--- config.mk ---
export PLATFORM = sky130hd
export DESIGN_NAME = chain_steer
export DESIGN_NICKNAME = d
export VERILOG_FILES = /design/src/rtl/chain_steer_pkg.sv /design/src/rtl/ready_table.sv /design/src/rtl/chain_fifo.sv /design/src/rtl/steer_pick.sv /design/src/rtl/chain_steer.sv
export SDC_FILE = /design/constraint.sdc
export NUM_CORES = 2
export LEC_CHECK = 0
export BUFFER_PORTS_ARGS = -buffer_cell sky130_fd_sc_hd__buf_2
export CAP_MARGIN = 0
export CORE_MARGIN = 2
export CORE_UTILIZATION = 55
export CTS_CLUSTER_DIAMETER = 150
export CTS_CLUSTER_SIZE = 20
export DETAILED_ROUTE_END_ITERATION = 7
export GPL_ROUTABILITY_DRIVEN = 0
export PLACE_DENSITY = 0.71
export SETUP_SLACK_MARGIN = 0.2
export SKIP_CTS_REPAIR_TIMING = 1
export SYNTH_ARGS = -nofsm -noshare
export SYNTH_HDL_FRONTEND = slang
export SYNTH_SLANG_ARGS = --single-unit
--- constraint.sdc ---
create_clock -name clk -period 6.27 [get_ports clk]
set_input_delay 0.627 -clock clk [delete_from_list [all_inputs] [get_ports clk]]
set_output_delay 0.627 -clock clk [all_outputs]
set_load 0.05 [all_outputs]
--- src/rtl/chain_steer_pkg.sv ---
package chain_steer_pkg;

  typedef enum logic [1:0] {
    PICK_STALL   = 2'd0,
    PICK_CHAIN_A = 2'd1,
    PICK_CHAIN_B = 2'd2,
    PICK_FRESH   = 2'd3
  } pick_e;

  // Index of the lowest set bit; zero when the vector is empty.
  function automatic int unsigned lowest_index(input logic [31:0] vec);
    int unsigned idx;
    idx = 0;
    for (int i = 31; i >= 0; i--) begin
      if (vec[i]) idx = i;
    end
    return idx;
  endfunction

endpackage

--- src/rtl/ready_table.sv ---
module ready_table #(
  parameter int NUM_REGS = 32,
  parameter int REG_W    = 5
) (
  input  logic                clk,
  input  logic                rst_n,
  input  logic                set_en,
  input  logic [REG_W-1:0]    set_reg,
  input  logic                clr_en,
  input  logic [REG_W-1:0]    clr_reg,
  output logic [NUM_REGS-1:0] ready_bits
);

  always_ff @(posedge clk or negedge rst_n) begin
    if (!rst_n) begin
      ready_bits <= '1;
    end else begin
      if (set_en) ready_bits[set_reg] <= 1'b1;
      if (clr_en) ready_bits[clr_reg] <= 1'b0;
    end
  end

  AST_CLEAR_STICKS: assert property (@(posedge clk) disable iff (!rst_n)
    clr_en |=> !ready_bits[$past(clr_reg)]);

  AST_SET_LANDS: assert property (@(posedge clk) disable iff (!rst_n)
    (set_en && !(clr_en && clr_reg == set_reg)) |=> ready_bits[$past(set_reg)]);

endmodule

--- src/rtl/chain_fifo.sv ---
module chain_fifo #(
  parameter int DEPTH = 8,
  parameter int REG_W = 5
) (
  input  logic             clk,
  input  logic             rst_n,
  input  logic             push,
  input  logic [REG_W-1:0] push_dst,
  input  logic [REG_W-1:0] push_src_a,
  input  logic [REG_W-1:0] push_src_b,
  input  logic             pop,
  output logic [REG_W-1:0] head_dst,
  output logic [REG_W-1:0] head_src_a,
  output logic [REG_W-1:0] head_src_b,
  output logic             empty,
  output logic             full,
  output logic [REG_W-1:0] tail_dst
);

  localparam int PTR_W = (DEPTH > 1) ? $clog2(DEPTH) : 1;
  localparam int CNT_W = $clog2(DEPTH + 1);

  logic [REG_W-1:0] dst_mem [DEPTH];
  logic [REG_W-1:0] a_mem   [DEPTH];
  logic [REG_W-1:0] b_mem   [DEPTH];
  logic [PTR_W-1:0] wr_ptr, rd_ptr;
  logic [CNT_W-1:0] count;

  function automatic logic [PTR_W-1:0] step(input logic [PTR_W-1:0] p);
    return (p == PTR_W'(DEPTH - 1)) ? '0 : p + 1'b1;
  endfunction

  assign empty      = (count == '0);
  assign full       = (count == CNT_W'(DEPTH));
  assign head_dst   = dst_mem[rd_ptr];
  assign head_src_a = a_mem[rd_ptr];
  assign head_src_b = b_mem[rd_ptr];

  always_ff @(posedge clk) begin
    if (push) begin
      dst_mem[wr_ptr] <= push_dst;
      a_mem[wr_ptr]   <= push_src_a;
      b_mem[wr_ptr]   <= push_src_b;
    end
  end

  always_ff @(posedge clk or negedge rst_n) begin
    if (!rst_n) begin
      wr_ptr   <= '0;
      rd_ptr   <= '0;
      count    <= '0;
      tail_dst <= '0;
    end else begin
      if (push) begin
        wr_ptr   <= step(wr_ptr);
        tail_dst <= push_dst;
      end
      if (pop) rd_ptr <= step(rd_ptr);
      case ({push, pop})
        2'b10:   count <= count + 1'b1;
        2'b01:   count <= count - 1'b1;
        default: count <= count;
      endcase
    end
  end

  AST_NO_OVERFLOW: assert property (@(posedge clk) disable iff (!rst_n)
    !(push && full));

  AST_NO_UNDERFLOW: assert property (@(posedge clk) disable iff (!rst_n)
    !(pop && empty));

  AST_TAIL_TRACKS: assert property (@(posedge clk) disable iff (!rst_n)
    push |=> (tail_dst == $past(push_dst)) && !empty);

endmodule

--- src/rtl/steer_pick.sv ---
module steer_pick
  import chain_steer_pkg::*;
#(
  parameter int NUM_Q    = 8,
  parameter int NUM_REGS = 32,
  parameter int REG_W    = 5
) (
  input  logic [NUM_REGS-1:0] ready_bits,
  input  logic [REG_W-1:0]    src_a,
  input  logic [REG_W-1:0]    src_b,
  input  logic [REG_W-1:0]    tail_dst [NUM_Q],
  input  logic [NUM_Q-1:0]    q_empty,
  input  logic [NUM_Q-1:0]    q_full,
  output pick_e               pick,
  output logic [NUM_Q-1:0]    target
);

  logic             a_pending, b_pending;
  logic [NUM_Q-1:0] match_a, match_b;

  function automatic logic [NUM_Q-1:0] first_of(input logic [NUM_Q-1:0] v);
    return v & (~v + NUM_Q'(1));
  endfunction

  assign a_pending = !ready_bits[src_a];
  assign b_pending = !ready_bits[src_b];

  always_comb begin
    for (int q = 0; q < NUM_Q; q++) begin
      match_a[q] = a_pending && !q_empty[q] && !q_full[q] && (tail_dst[q] == src_a);
      match_b[q] = b_pending && !q_empty[q] && !q_full[q] && (tail_dst[q] == src_b);
    end
  end

  always_comb begin
    if (|match_a) begin
      pick   = PICK_CHAIN_A;
      target = first_of(match_a);
    end else if (|match_b) begin
      pick   = PICK_CHAIN_B;
      target = first_of(match_b);
    end else if (|q_empty) begin
      pick   = PICK_FRESH;
      target = first_of(q_empty);
    end else begin
      pick   = PICK_STALL;
      target = '0;
    end
  end

endmodule

--- src/rtl/chain_steer.sv ---
module chain_steer
  import chain_steer_pkg::*;
#(
  parameter int NUM_Q    = 8,
  parameter int Q_DEPTH  = 8,
  parameter int NUM_REGS = 32,
  parameter int REG_W    = $clog2(NUM_REGS),
  parameter int QW       = $clog2(NUM_Q)
) (
  input  logic             clk,
  input  logic             rst_n,
  input  logic             in_valid,
  input  logic [REG_W-1:0] in_dst,
  input  logic [REG_W-1:0] in_src_a,
  input  logic [REG_W-1:0] in_src_b,
  output logic             in_ready,
  input  logic             done_valid,
  input  logic [REG_W-1:0] done_reg,
  output logic             issue_valid,
  output logic [QW-1:0]    issue_queue,
  output logic [REG_W-1:0] issue_dst,
  output logic [REG_W-1:0] issue_src_a,
  output logic [REG_W-1:0] issue_src_b
);

  logic [NUM_REGS-1:0] ready_bits;
  logic [NUM_Q-1:0]    q_empty, q_full, target, push_vec, head_ready, grant;
  logic [REG_W-1:0]    tail_dst [NUM_Q];
  logic [REG_W-1:0]    head_dst [NUM_Q];
  logic [REG_W-1:0]    head_a   [NUM_Q];
  logic [REG_W-1:0]    head_b   [NUM_Q];
  pick_e               pick;
  logic                accept;

  ready_table #(.NUM_REGS(NUM_REGS), .REG_W(REG_W)) u_ready (
    .clk        (clk),
    .rst_n      (rst_n),
    .set_en     (done_valid),
    .set_reg    (done_reg),
    .clr_en     (accept),
    .clr_reg    (in_dst),
    .ready_bits (ready_bits)
  );

  steer_pick #(.NUM_Q(NUM_Q), .NUM_REGS(NUM_REGS), .REG_W(REG_W)) u_pick (
    .ready_bits (ready_bits),
    .src_a      (in_src_a),
    .src_b      (in_src_b),
    .tail_dst   (tail_dst),
    .q_empty    (q_empty),
    .q_full     (q_full),
    .pick       (pick),
    .target     (target)
  );

  assign in_ready = (pick != PICK_STALL);
  assign accept   = in_valid && in_ready;
  assign push_vec = accept ? target : '0;

  for (genvar q = 0; q < NUM_Q; q++) begin : g_queue
    chain_fifo #(.DEPTH(Q_DEPTH), .REG_W(REG_W)) u_fifo (
      .clk        (clk),
      .rst_n      (rst_n),
      .push       (push_vec[q]),
      .push_dst   (in_dst),
      .push_src_a (in_src_a),
      .push_src_b (in_src_b),
      .pop        (grant[q]),
      .head_dst   (head_dst[q]),
      .head_src_a (head_a[q]),
      .head_src_b (head_b[q]),
      .empty      (q_empty[q]),
      .full       (q_full[q]),
      .tail_dst   (tail_dst[q])
    );
    assign head_ready[q] = !q_empty[q] && ready_bits[head_a[q]] && ready_bits[head_b[q]];
  end

  assign grant       = head_ready & (~head_ready + NUM_Q'(1));
  assign issue_valid = |head_ready;
  assign issue_queue = QW'(lowest_index(32'(head_ready)));
  assign issue_dst   = head_dst[issue_queue];
  assign issue_src_a = head_a[issue_queue];
  assign issue_src_b = head_b[issue_queue];

  AST_STALL_REASON: assert property (@(posedge clk) disable iff (!rst_n)
    !in_ready |-> (q_empty == '0));

  AST_ISSUE_READY: assert property (@(posedge clk) disable iff (!rst_n)
    issue_valid |-> (ready_bits[issue_src_a] && ready_bits[issue_src_b]));

  AST_ONE_LEAVES: assert property (@(posedge clk) disable iff (!rst_n)
    $onehot0(grant) && (issue_valid == (grant != '0)));

endmodule

==> results_tabular.tex <==
\begin{tabular}{lr}
\hline
Metric & Value \\
\hline
\multicolumn{2}{l}{\textbf{Status}} \\
Status & complete, but fails checks \\
Violations in the final reports & DRC \\
\multicolumn{2}{l}{\textbf{Route}} \\
Vias per Instance & between 6 and 7 \\
First-pass DRT Iterations & 8 \\
Number of vias after detailed routing & around 32000 \\
Post-detailed-routing wire length & 143000 µm \\
Remaining antenna violation count & 0 \\
DR iter-0 viols & about 4600 \\
Drt wl/cell & between 30 and 40 µm \\
Remaining DRCs & 33 \\
\multicolumn{2}{l}{\textbf{GRT}} \\
Aggregate global-route resource usage & about 29\% \\
Initial antenna violation count & 3 \\
First-pass GRT wire length & just over 200000 µm \\
Gr ovfl total & 0 \\
Via count of the first global-routing pass & around 31000 \\
Largest net degree at the start of global routing & 90 \\
\multicolumn{2}{l}{\textbf{Worst setup path}} \\
Most numerous cell on the critical path & sky130\_fd\_sc\_hd\_\_mux4\_2 \\
Nature of the critical path startpoint & flop \\
Cells along the critical path & mux4\_2 -> mux2\_2 -> mux4\_2 -> mux2i\_1 -> and3\_1 -> or3\_1 -> a211o\_2 -> o32a\_1 -> a21oi\_4 -> nor2\_4 -> buf\_4 -> o31ai\_1 -> or4\_4 -> buf\_2 \\
Type of element capturing the critical path & output pin \\
Data arrival at the endpoint of the critical path & 5450 ps \\
Max stage delay on crit path & 560 ps \\
Worst path required time & $\sim$5600 ps \\
Crit-path slowest cell & sky130\_fd\_sc\_hd\_\_mux4\_2 \\
Largest driver fanout on the critical path & 7 \\
Classification of the worst setup path & reg2out \\
\multicolumn{2}{l}{\textbf{Finish}} \\
Synthesis-to-finish area growth & 11.1\% \\
Commonest cells after routing, fill and taps aside & sky130\_fd\_sc\_hd\_\_edfxtp\_1 (960), sky130\_fd\_sc\_hd\_\_mux2i\_1 (366), sky130\_fd\_sc\_hd\_\_mux4\_2 (281) \\
Final cell utilization of the core & between 60\% and 70\% \\
Final net count & approximately 3400 \\
Count of fill cells added during filler insertion & 6694 \\
Most frequent standard cell in the layout excluding fill and tap cells & sky130\_fd\_sc\_hd\_\_edfxtp\_1 \\
Post-route cell area & 0.0581 mm² \\
Fraction of layout instances using a drive strength above 1 & 28.4\% \\
Number of standard cells in the final layout excluding fillers & 4685 \\
\multicolumn{2}{l}{\textbf{Timing}} \\
Least-Margin Pin Slew & around 1200 ps \\
RSZ-0062 raised after global routing & false \\
Setup violation total in the final timing report & 0 \\
Setup clock skew after layout & $\sim$45 ps \\
Endpoints failing hold & 0 \\
Setup Total Neg Slack & 0 ps \\
Maximum operating frequency & 165 MHz \\
Final critical path time including I/O delays and setup & about 6100 ps \\
Ratio of final minimum period to clock period & 96.8\% \\
Number of max-slew violations in the final report & 0 \\
Max transition margin & $\sim$17\% \\
\multicolumn{2}{l}{\textbf{Clock tree}} \\
Worst-skew pair later-pin latency & 720 ps \\
TritonCTS Sinks & 1112 \\
Buffer type at the clock tree root & sky130\_fd\_sc\_hd\_\_clkbuf\_16 \\
TritonCTS Buffers & 61 \\
TritonCTS clock tree & done \\
CTS clock-pin slew for the worst setup and hold paths & around 90 ps \\
Number of buffers on the longest clock path & 3 \\
H-tree lvl count & 2 \\
\multicolumn{2}{l}{\textbf{Place}} \\
DP HPWL & $\sim$90000 µm \\
Quantity of I/O buffers inserted on ports & 43 \\
Post-DP Area & 0.0552 mm² \\
Dpl cells & between 4000 and 5000 \\
\multicolumn{2}{l}{\textbf{Synth}} \\
Gate count after technology mapping & approximately 3200 \\
Warnings from Yosys & 0 \\
Leading register cell type out of synthesis & sky130\_fd\_sc\_hd\_\_edfxtp\_1 \\
Syn\_nets & between 3000 and 4000 \\
Total standard cell area after synthesis & $\sim$0.052 mm² \\
Top cell type's share of synthesized area & 55.2\% \\
Flop and latch count out of synthesis & 1112 \\
Share of synthesized registers carrying an async set or reset & about 14\% \\
EDFF count, synth & 960 \\
Portion of the post-synthesis area used by sequential elements & a little over three fifths \\
Largest area contributor in the synthesized netlist & sky130\_fd\_sc\_hd\_\_edfxtp\_1 \\
Mean Syn Cell Area & approximately 16 µm² \\
Dominant cells by area after synthesis & sky130\_fd\_sc\_hd\_\_edfxtp\_1 (55\%), sky130\_fd\_sc\_hd\_\_mux4\_2 (12\%), sky130\_fd\_sc\_hd\_\_mux2i\_1 (7.1\%) \\
Number of unique standard cell types used by synthesis & just over 80 \\
\multicolumn{2}{l}{\textbf{Floorplan}} \\
Chip Height & 312 µm \\
Number of placement rows & between 100 and 150 \\
Horizontal die dimension & 312 µm \\
Area inside the core boundary & roughly 0.095 mm² \\
Initial standard-cell utilization of the core & approximately 55\% \\
Floorplan die area & around 0.097 mm² \\
Number of ports placed on the die boundary & 44 \\
\multicolumn{2}{l}{\textbf{Run}} \\
Max cap viols & 0 \\
\multicolumn{2}{l}{\textbf{Hold path}} \\
Hold/Removal Path Class & in2async \\
\hline
\end{tabular}
## sequential cells by signal, summed over array words and instances (netlist names)
| signal | flops |
|---|---|
| g_queue.u_fifo.count | 32 |
| g_queue.u_fifo.a_mem | 320 |
| g_queue.u_fifo.dst_mem | 320 |
| g_queue.u_fifo.tail_dst | 40 |
| u_ready.ready_bits | 32 |
| g_queue.u_fifo.b_mem | 320 |
| g_queue.u_fifo.wr_ptr | 24 |
| g_queue.u_fifo.rd_ptr | 24 |
## per-layer routing
layer	vias to the layer above	routed length [µm]	GRT usage [%]
met5	-	0	0
met4	0	6720	12.1
met3	439	14300	5.52
met2	1783	66300	45.3
met1	16465	55400	40.4
li1	13046	-	-
## cell usage after synthesis, types with 5 or more instances
cell type,n
sky130_fd_sc_hd__edfxtp_1,960
sky130_fd_sc_hd__mux2i_1,372
sky130_fd_sc_hd__mux4_2,281
sky130_fd_sc_hd__mux2_2,123
sky130_fd_sc_hd__dfrtp_1,120
sky130_fd_sc_hd__a21oi_1,116
sky130_fd_sc_hd__clkbuf_1,113
sky130_fd_sc_hd__nor2_1,91
sky130_fd_sc_hd__nand2_1,81
sky130_fd_sc_hd__nand3_1,78
sky130_fd_sc_hd__xor2_1,76
sky130_fd_sc_hd__o21ai_0,69
sky130_fd_sc_hd__buf_2,64
sky130_fd_sc_hd__ha_1,56
sky130_fd_sc_hd__nor3_1,50
sky130_fd_sc_hd__xnor2_1,42
sky130_fd_sc_hd__nor3b_1,39
sky130_fd_sc_hd__inv_1,34
sky130_fd_sc_hd__dfstp_2,32
sky130_fd_sc_hd__buf_1,30
sky130_fd_sc_hd__a22oi_1,29
sky130_fd_sc_hd__nor4_1,23
sky130_fd_sc_hd__nor2b_1,21
sky130_fd_sc_hd__nand2b_1,19
sky130_fd_sc_hd__and3_1,18
sky130_fd_sc_hd__nand4_1,13
sky130_fd_sc_hd__a211oi_1,12
sky130_fd_sc_hd__nand3b_1,12
sky130_fd_sc_hd__or3_1,12
sky130_fd_sc_hd__buf_4,11
sky130_fd_sc_hd__o31ai_1,11
sky130_fd_sc_hd__or4_1,11
sky130_fd_sc_hd__a21o_1,10
sky130_fd_sc_hd__and2_1,10
sky130_fd_sc_hd__mux2i_2,10
sky130_fd_sc_hd__o22ai_1,9
sky130_fd_sc_hd__mux2i_4,8
sky130_fd_sc_hd__a22o_1,7
sky130_fd_sc_hd__a31oi_1,7
sky130_fd_sc_hd__o211ai_1,7
sky130_fd_sc_hd__o21ai_1,7
sky130_fd_sc_hd__and3b_1,6
sky130_fd_sc_hd__nand4b_1,6
sky130_fd_sc_hd__a32oi_1,5
sky130_fd_sc_hd__nor4b_1,5
## cell families after synthesis
family / after synthesis / synth area share [%]
and+or+nand+nor: 511 / 5.27
adders and majority gates: 58 / 1.42
muxes: 798 / 22.6
DFF: 1112 / 62.5
xor gates and xnor gates: 118 / 1.98
AOI/OAI and AO/OA: 340 / 4.13
buffers and inverters: 257 / 2.11
## critical path, delay by kind of cell (launching register included)
family | cells | cell delay, ps
simple gates | 4 | 900
compound gates | 4 | 1570
flops | 1 | 480
buf+inv | 2 | 440
mux | 4 | 1350
## cell type report
| type | instances | area, µm² | area share (%) |
|---|---|---|---|
| Tap cell | 1265 | 1580 | 2.73 |
| Sequential cell | 1112 | 32700 | 56.3 |
| Clock buffer | 114 | 1770 | 3.04 |
| Timing Repair Buffer | 325 | 2800 | 4.82 |
| Clock inverter | 2 | 17.5 | 0.0302 |
| Inverter | 36 | 135 | 0.233 |
| Multi-Input combinational cell | 1827 | 19100 | 32.8 |
| Antenna cell | 4 | 10.0 | 0.0172 |
## per-stage QoR
| step | setup slack, ps | hold slack [ps] |
|---|---|---|
| 2_1_floorplan | 81.5 | 331 |
| 3_3_place_gp | 126 | 460 |
| 3_5_place_dp | 19.4 | 463 |
| 4_1_cts | -766 | 31.7 |
| 5_1_grt | 142 | 80.0 |
| 6_report | 198 | 15.4 |
## final timing paths
path                                                         start                                       to  slack [ps]  cells past startpoint
setup / recovery           g_queue[4].u_fifo.rd_ptr[0]$_DFFE_PN0P_                           issue_src_a[2]         200                     14
hold / removal                                               rst_n  g_queue[0].u_fifo.wr_ptr[2]$_DFFE_PN0P_          20                      1
setup reg to reg                  u_ready.ready_bits[19]$_DFF_PN1_   g_queue[4].u_fifo.count[2]$_DFFE_PN0P_         530                     16
hold reg to reg             g_queue[2].u_fifo.count[3]$_DFFE_PN0P_   g_queue[2].u_fifo.count[3]$_DFFE_PN0P_         480                      1
max in group asynchronous                                    rst_n  g_queue[5].u_fifo.rd_ptr[0]$_DFFE_PN0P_        4660                      2
min in group clk                                       done_reg[2]         u_ready.ready_bits[16]$_DFF_PN1_         390                      4
Power is left out: the tool's default activity adds up to more than one toggle a clock period on the data nets, which glitch-free logic cannot reach.
